[src/rtl/cam_match_pkg.sv]
package cam_match_pkg;

  // Per-cycle steps the control issues to the datapath
  typedef struct packed {
    logic capture;   // sample key and mode bits
    logic evaluate;  // register compare result
    logic publish;   // move result to the output registers
  } stepCtrl_t;

endpackage

[src/rtl/cam_match_ctrl.sv]
module cam_match_ctrl
  import cam_match_pkg::*;
(
  input  logic      clk,
  input  logic      rstN,
  input  logic      startStrobe,
  output stepCtrl_t step,
  output logic      doneOut
);

  logic strobePrev;
  logic stageOne;
  logic stageTwo;
  logic doneReg;

  always_ff @(posedge clk) begin
    if (!rstN) begin
      strobePrev <= 1'b0;
      stageOne   <= 1'b0;
      stageTwo   <= 1'b0;
      doneReg    <= 1'b0;
    end else begin
      strobePrev <= startStrobe;
      stageOne   <= startStrobe & ~strobePrev;
      stageTwo   <= stageOne;
      doneReg    <= stageTwo;
    end
  end

  always_comb begin
    step.capture  = startStrobe & ~strobePrev;
    step.evaluate = stageOne;
    step.publish  = stageTwo;
  end

  assign doneOut = doneReg;

endmodule

[src/rtl/cam_match_datapath.sv]
module cam_match_datapath
  import cam_match_pkg::*;
#(
  parameter int ENTRIES = 16,
  parameter int MATCH_W = 32,
  parameter int KEY_W   = 64,   // MATCH_W < KEY_W <= 2*MATCH_W
  parameter int DATA_W  = 16
) (
  input  logic                       clk,
  input  logic                       rstN,
  input  stepCtrl_t                  step,
  input  logic [MATCH_W-1:0]         matchBus,
  input  logic                       lowStrobe,
  input  logic                       wideMode,
  input  logic                       atmMode,
  input  logic [ENTRIES*KEY_W-1:0]   entryKeys,
  input  logic [ENTRIES-1:0]         entryValid,
  input  logic [ENTRIES-1:0]         entryVirtPath,
  input  logic [ENTRIES*DATA_W-1:0]  entryData,
  output logic                       resHit,
  output logic                       resVp,
  output logic [DATA_W-1:0]          resData
);

  localparam int HIGH_W = KEY_W - MATCH_W;
  localparam int IDX_W  = $clog2(ENTRIES);

  logic [MATCH_W-1:0] lowWord;
  logic [KEY_W-1:0]   keyReg;
  logic               wideReg;
  logic               atmReg;
  logic [ENTRIES-1:0] hitVec;
  logic               anyHit;
  logic [IDX_W-1:0]   winIdx;
  logic               stHit;
  logic               stVp;
  logic [DATA_W-1:0]  stData;

  // Low word of a wide key, kept until the next low strobe
  always_ff @(posedge clk) begin
    if (!rstN)          lowWord <= '0;
    else if (lowStrobe) lowWord <= matchBus;
  end

  // Key and mode capture at the start edge
  always_ff @(posedge clk) begin
    if (!rstN) begin
      keyReg  <= '0;
      wideReg <= 1'b0;
      atmReg  <= 1'b0;
    end else if (step.capture) begin
      keyReg  <= wideMode ? {matchBus[HIGH_W-1:0], lowWord}
                          : {{HIGH_W{1'b0}}, matchBus};
      wideReg <= wideMode;
      atmReg  <= atmMode;
    end
  end

  // One comparator per entry
  for (genvar e = 0; e < ENTRIES; e++) begin : g_cmp
    logic eqLow;
    logic eqHigh;
    assign eqLow  = entryKeys[e*KEY_W +: MATCH_W] == keyReg[MATCH_W-1:0];
    assign eqHigh = entryKeys[e*KEY_W+MATCH_W +: HIGH_W] == keyReg[KEY_W-1:MATCH_W];
    assign hitVec[e] = entryValid[e] & eqLow & (eqHigh | ~wideReg);
  end

  // Lowest index wins
  always_comb begin
    anyHit = 1'b0;
    winIdx = '0;
    for (int i = ENTRIES - 1; i >= 0; i--) begin
      if (hitVec[i]) begin
        anyHit = 1'b1;
        winIdx = IDX_W'(i);
      end
    end
  end

  always_ff @(posedge clk) begin
    if (!rstN) begin
      stHit   <= 1'b0;
      stVp    <= 1'b0;
      stData  <= '0;
      resHit  <= 1'b0;
      resVp   <= 1'b0;
      resData <= '0;
    end else begin
      if (step.evaluate) begin
        stHit  <= anyHit;
        stVp   <= anyHit & atmReg & entryVirtPath[winIdx];
        stData <= anyHit ? entryData[int'(winIdx)*DATA_W +: DATA_W] : '0;
      end
      if (step.publish) begin
        resHit  <= stHit;
        resVp   <= stVp;
        resData <= stData;
      end
    end
  end

endmodule

[src/rtl/cam_match_port.sv]
module cam_match_port
  import cam_match_pkg::*;
#(
  parameter int ENTRIES = 16,
  parameter int MATCH_W = 32,
  parameter int KEY_W   = 64,
  parameter int DATA_W  = 16
) (
  input  logic                      clk,
  input  logic                      rstN,
  input  logic [MATCH_W-1:0]        matchBus,
  input  logic                      startStrobe,
  input  logic                      lowStrobe,
  input  logic                      wideMode,
  input  logic                      atmMode,
  input  logic                      outEnable,
  input  logic [ENTRIES*KEY_W-1:0]  entryKeys,
  input  logic [ENTRIES-1:0]        entryValid,
  input  logic [ENTRIES-1:0]        entryVirtPath,
  input  logic [ENTRIES*DATA_W-1:0] entryData,
  output logic                      matchDone,
  output logic                      matchHit,
  output logic                      virtPathHit,
  output logic [DATA_W-1:0]         dataOut
);

  stepCtrl_t         step;
  logic              doneInt;
  logic              resHit;
  logic              resVp;
  logic [DATA_W-1:0] resData;

  cam_match_ctrl ctrl_i (
    .clk         (clk),
    .rstN        (rstN),
    .startStrobe (startStrobe),
    .step        (step),
    .doneOut     (doneInt)
  );

  cam_match_datapath #(
    .ENTRIES (ENTRIES),
    .MATCH_W (MATCH_W),
    .KEY_W   (KEY_W),
    .DATA_W  (DATA_W)
  ) dp_i (
    .clk           (clk),
    .rstN          (rstN),
    .step          (step),
    .matchBus      (matchBus),
    .lowStrobe     (lowStrobe),
    .wideMode      (wideMode),
    .atmMode       (atmMode),
    .entryKeys     (entryKeys),
    .entryValid    (entryValid),
    .entryVirtPath (entryVirtPath),
    .entryData     (entryData),
    .resHit        (resHit),
    .resVp         (resVp),
    .resData       (resData)
  );

  assign matchDone   = doneInt;
  assign matchHit    = doneInt & resHit;
  assign virtPathHit = doneInt & resVp;
  assign dataOut     = outEnable ? resData : '0;

endmodule

[config.mk]
export PLATFORM = sky130hd
export DESIGN_NAME = cam_match_port
export DESIGN_NICKNAME = d
export VERILOG_FILES = /design/src/rtl/cam_match_pkg.sv /design/src/rtl/cam_match_ctrl.sv /design/src/rtl/cam_match_datapath.sv /design/src/rtl/cam_match_port.sv
export SDC_FILE = /design/constraint.sdc
export NUM_CORES = 1
export LEC_CHECK = 0
export ABC_AREA = 1
export CAP_MARGIN = 10
export CORE_AREA = 2 2 534 536
export DETAILED_ROUTE_END_ITERATION = 6
export DIE_AREA = 0 0 536 538
export DONT_BUFFER_PORTS = 1
export PLACE_DENSITY = 0.32
export SLEW_MARGIN = 25
export SYNTH_ARGS = -nofsm -noshare
export SYNTH_HDL_FRONTEND = slang
export SYNTH_SLANG_ARGS = --single-unit
[constraint.sdc]
create_clock -name clk -period 3.5 [get_ports clk]
set_input_delay 0.7 -clock clk [delete_from_list [all_inputs] [get_ports clk]]
set_output_delay 0.7 -clock clk [all_outputs]
set_load 0.05 [all_outputs]
; Word level (Yosys, flattened, before mapping)
; Index checks and enable logic that the tools add are counted.
[classes]
n_lt_le_gt_ge = 1
n_eq_ne = 32
n_shift = 1
muxes = 37
bitwise_logic = 55
[ops]
columns = operator, count
row1 = $eq 32x32->1, 32
row2 = $shiftx 256x9->16, 1
row3 = $mux 4, 16
row4 = $mux 64, 1
row5 = $and 1x1->1, 37
row6 = $mux 16, 2
row7 = $mux 1, 17
row8 = $or 1x1->1, 16
row9 = $lt 4x5->1 const B, 1
row10 = $bmux 1 s4, 1
row11 = $not 1->1, 2
[totals]
ff_bits = 138
inputBits = 1351
out_inout_bits = 19
word_cells = 140

; Depth between registers and ports, before layout
[depth]
ltp_word = 22
depth_mapped = 36
mapped_depth_nobuf = 33

; Modules after synthesis
; From an unflattened synthesis, not the netlist that was laid out.
[unflattened]
cells_unflattened = 3834
area_unflattened_um2 = 22741.8
[by_module_without_submodules]
columns = mod, instances, cells_per_inst, area_per_inst_um2, seq_area_each_um2
row1 = cam_match_datapath, 1, 3781, 22431.5, 2682.6
row2 = cam_match_port, 1, 38, 178.9, 0.0
row3 = cam_match_ctrl, 1, 15, 131.4, 80.1

; Worst setup path after synthesis
; OpenSTA, ideal clock, no wires.
[synth_timing]
path_type = input -> register
from = input entryKeys[798]
to = register dp_i.stData[14]
setup_time_ns = 0.132
t_arrival_ns = 2.799
t_required_ns = 3.368
setup_slack_ns = 0.569
stages = 27
n_path_buf = 2
path_cell_list = or2_2 a221oi_1 nand3_1 nor2_1 nand2_1 nand2_1 nand2_1 nand2_1 nand2_1 nand2_1 nand2_1 nand2_1 nand2_1 nand2_1 nand2_1 nand2_2 nand2_4 nand2_4 buf_6 buf_6 nand2_1 nand2_1 nand2_1 nand3_1 nand3_1 nand3_1 a21oi_1
[synth_via]
elab_chain_cells = 18
elab_cells_between_ends = 31
cone_classes = 1 x eq/ne / 1 x shift / 27 x mux / 2 x bitwise
[synth_lines]
columns = item, line_no
row1 = "start, declared", cam_match_port.sv:17  ; input logic [ENTRIES*KEY_W-1:0] entryKeys,
row2 = $eq 32x32->1 (*), cam_match_datapath.sv:63  ; assign eqLow = entryKeys[e*KEY_W +: MATCH_W] == keyReg[MATCH_W-1:0];
row3 = $and 1x1->1 (*) (2 in series), cam_match_datapath.sv:65  ; assign hitVec[e] = entryValid[e] & eqLow & (eqHigh | ~wideReg);
row4 = $mux 4 (13 in series), cam_match_datapath.sv:73  ; if (hitVec[i]) begin
row5 = $shiftx 256x9->16, cam_match_datapath.sv:92  ; stData <= anyHit ? entryData[int'(winIdx)*DATA_W +: DATA_W] : '0;
row6 = $mux 16 (*), cam_match_datapath.sv:92
row7 = "end signal, assigned", cam_match_datapath.sv:92
row8 = "end, declared", cam_match_datapath.sv:37  ; logic [DATA_W-1:0] stData;
; Mark *: on every way between the ends. The rest lies on a longest branch, timed or not.
; A chain may end at the register's enable or synchronous reset.

; Worst setup path in the final report
[layout_timing]
from = register dp_i.keyReg[35]
to = register dp_i.stData[5]
[layout_via]
elab_chain_cells = 21
elab_cells_between_ends = 82
cone_classes = 16 x eq/ne / 1 x shift / 33 x mux / 32 x bitwise
[layout_lines]
columns = item, line_no
row1 = "start, declared", cam_match_datapath.sv:29  ; logic [KEY_W-1:0] keyReg;
row2 = "start signal, assigned", cam_match_datapath.sv:52  ; keyReg <= wideMode ? {matchBus[HIGH_W-1:0], lowWord}
row3 = $eq 32x32->1, cam_match_datapath.sv:64  ; assign eqHigh = entryKeys[e*KEY_W+MATCH_W +: HIGH_W] == keyReg[KEY_W-1:MATCH_W];
row4 = $or 1x1->1, cam_match_datapath.sv:65
row5 = $and 1x1->1, cam_match_datapath.sv:65
row6 = $mux 4 (16 in series), cam_match_datapath.sv:73
row7 = $shiftx 256x9->16, cam_match_datapath.sv:92
row8 = $mux 16 (*), cam_match_datapath.sv:92
; Marked as above.

==> metrics.md <==
| Metric | Value |
|---|---|
| GR peak layer | met2 |
| Fmax | 242 MHz |
| Row count | 196 |
| RSZ-0062 raised after global routing | true |
| Seq cells post-synth | 138 |
| Fin util | 12.2% |
| Initial antenna violation count | 80 |
| Hold Path Sink | dp_i.keyReg[34]$_SDFFE_PN0P_ |
| Pin count of the biggest net entering global routing | 86 |
| Initial Util | 7.95% |
| I/O pins | 1370 |
| Met1 Track Usage GR | 21.1% |
| Library cells used by synthesis | 50 |
| Cell Pwr Density | 212 nW/um^2 |
| Final nets | 5610 |
| # hold bufs at CTS | 0 |
| Synthesized Nets | 5198 |
| GR Util met3 | 5.50% |
| Mean post-synth cell area | 5.85 um^2 |
| Hold Path Origin | matchBus[2] |
| Die Area | 288000 um^2 |
| Clock buffer depth | 2 |
| Ys flop type | dfxtp_1 |
| Die X | 536 um |
| DR vias/cell | 3.74 |
| Syn Inst Count | 3847 |
| CP Launch Type | register |
| Max stage delay on crit path | 0.52 ns |
| Crit path capture type | register |
| VDD IR max | 0.223 mV |
| CTS Sinks | 138 |
| Final setup fails | 18 |
| Share of layout cells above drive strength 1 | 26.0% |
| GRT overflow | 0 |
| Synth async-reset ratio | 0% |
| Ys Warns | 0 |
| Clock Latency Late Sink | 0.54 ns |
| H-tree levels | 4 |
| Worst path arrival time | 4.49 ns |
| Core box area | 283000 um^2 |
| Worst Clk Skew | 0.0429 ns |
| Post-synth top area cell | nand2_1 |
| Crit share post-route | 118% |
| Post-synth top area share | 19.3% |
| HP Class | input pin to register |
| Routed via count | 30200 |
| DP HPWL | 234000 um |
| Global-route wire length before repair | 323000 um |
| R2R cell count | 32 |
| EDFF count, synth | 0 |
| Number of global-route vias before repair | 29900 |
| Maximum net fanout on the critical path | 8 |
| Final worst slack | -0.632 ns |
| Fin crit period | 4.13 ns |
| Sequential fraction of the synthesis area | 12.3% |
| Die span in y | 538 um |
| Clock transition at path regs | 0.11 ns |
| WL/cell | 32.6 um |
| Hold WS | 0.285 ns |
| R2R Setup Slk | -0.63 ns |
| R2r endpoint | dp_i.stData[5]$_SDFFE_PN0P_ |
| CP max-delay cell | dfxtp_2 |
| Pwr Total | 7.34 mW |
| WS Path Type | register to register |
| Root Buffer | clkbuf_16 |
| Antenna-violating nets left | 0 |
| Final Max Slew Viols | 0 |
| Synth area leaders | nand2_1 (19%), xnor2_1 (16%), dfxtp_1 (12%), nand3_1 (5.0%), inv_1 (4.9%) |
| CTS Buf Count | 17 |
| CTS tree | built |
| Rel. slew slack | 34.7% |
| P&R area growth vs syn | 53.6% |
| Netlist Area Pre-Place | 22500 um^2 |
| Failing checks | negative setup slack |
| Worst path required time | 3.86 ns |
| Least-Margin Pin Slew | 0.979 ns |
| Leakage power | 13.8 nW |
| Iter 0 DRT Violations | 2560 |
| # port buffers | 0 |
| Met2 Use GR | 28.7% |
| Max-cap violations | 0 |
| DRC | 0 |
| Fin Setup TNS | -10.37 ns |
| Fin. Hold Viols | 0 |
| GPL Wtd Cong | 0.969 |
| Run status | finished, violations left |
| Overall Global Routing Usage | 17.3% |
| First-pass DRT Iterations | 7 |
| Pre-CTS WS | -2.15 ns |
| RR Startpoint | dp_i.keyReg[35]$_SDFFE_PN0P_ |
| Final wirelength | 263000 um |
| Hold Crit Depth | 2 |
## synthesized netlist by cell type, types with 2 or more instances
library cell,number
nand2_1,1159
xnor2_1,399
inv_1,292
nor2_1,256
nand3_1,224
o21ai_0,173
or2_2,139
dfxtp_1,138
buf_2,129
nand3b_1,102
xor2_1,98
nand4_1,95
clkbuf_1,83
o22ai_1,75
a21oi_1,58
nor4_1,52
a221oi_1,46
o2111ai_1,39
o211ai_1,39
a22o_1,35
nor3_1,33
o21ai_1,33
inv_2,32
buf_4,27
buf_6,14
a211oi_1,11
o221ai_1,9
buf_1,7
or4_1,7
clkinv_1,6
a2111oi_0,5
or2_1,4
a221o_1,3
nand2_2,3
o2111a_1,3
a211o_1,2
and3_1,2
nand2_4,2
or2_0,2
## worst max-delay path by stage
| stage | startpoint | to | slack (ns) | depth (start not counted) |
|---|---|---|---|---|
| floorplan | entryKeys[798] | dp_i.stData[14]$_SDFFE_PN0P_ | 0.57 | 27 |
| global placement | dp_i.keyReg[48]$_SDFFE_PN0P_ | dp_i.stData[10]$_SDFFE_PN0P_ | -2.46 | 32 |
| detailed placement | dp_i.keyReg[48]$_SDFFE_PN0P_ | dp_i.stData[10]$_SDFFE_PN0P_ | -2.15 | 32 |
| CTS | dp_i.keyReg[60]$_SDFFE_PN0P_ | dp_i.stVp$_SDFFE_PN0P_ | -0.86 | 29 |
| global route | dp_i.keyReg[60]$_SDFFE_PN0P_ | dp_i.stVp$_SDFFE_PN0P_ | -0.97 | 34 |
| finish | dp_i.keyReg[35]$_SDFFE_PN0P_ | dp_i.stData[5]$_SDFFE_PN0P_ | -0.63 | 32 |
## layer usage
layer | part of all wire (%) | vias to the layer above
li1 | - | 13500
met1 | 41 | 14600
met2 | 46 | 1791
met3 | 9.4 | 308
met4 | 3.5 | 40
met5 | 0.21 | -
## metrics by stage
stage | std cells | cell area, um^2
2_1_floorplan | 3847 | 22500
3_3_place_gp | 7961 | 31900
3_5_place_dp | 7961 | 31900
4_1_cts | 8011 | 33600
5_1_grt | 8060 | 34500
6_report | 8079 | 34600
## kinds of logic (layout without fill, tap and decap cells)
logic type | after synthesis | after routing | share of synthesized area [%]
buf+inv | 591 | 1016 | 11.5
xor+xnor | 497 | 497 | 19.3
other cells | 0 | 45 | 0
flops | 138 | 138 | 12.3
compound gates | 533 | 533 | 15.3
simple gates | 2088 | 2088 | 41.6
## repair_timing
action                     4_1_cts  5_1_grt
gates resized for setup        204      141
gates cloned                     6       11
setup endpoints to repair       18       18
pin swaps                       38       65
setup buffers                   12       14
## state kept, by name, summed over array words and instances, names as in the netlist, 16 cells and up
signal,cells
dp_i.lowWord,32
dp_i.resData,16
dp_i.keyReg,64
dp_i.stData,16
## power breakdown
group	internal [mW]	switching, mW	total [mW]
Combinational	1.42	1.99	3.41
Clock	1.22	0.973	2.19
Sequential	1.65	0.0821	1.73
Total	4.29	3.05	7.34
## worst max-delay path: cells and delay by family, from the launching register on
family	cells	cell delay [ns]
compound gates	2	0.12
xor+xnor	1	0.10
buf+inv	5	0.92
flops	1	0.52
simple gates	24	2.27
## area by class of cell
type | instances | area (um^2)
Antenna cell | 45 | 113
Clock inverter | 12 | 190
Clock buffer | 20 | 447
Sequential cell | 138 | 2840
Tap cell | 3762 | 4710
Inverter | 331 | 1260
Timing Repair Buffer | 653 | 6850
Multi-Input combinational cell | 3118 | 18200
Fill cell | 33200 | 249000
## cells in the final DEF, fill, tap and decap left out, types with 39 or more instances in the layout
cell type  count
nand2_1     1104
buf_4        475
xnor2_1      395
inv_1        286
nor2_1       235
o21ai_0      171
nand3_1      163
or2_2        139
buf_12       108
nand3b_1     102
xor2_1        98
dfxtp_1       97
nand4_1       95
o22ai_1       75
nand3_2       58
nand2_2       51
a21oi_1       49
diode_2       45
a221oi_1      41
nor4_1        40
buf_6         40
o211ai_1      39
(Power assumes the default switching activity.)
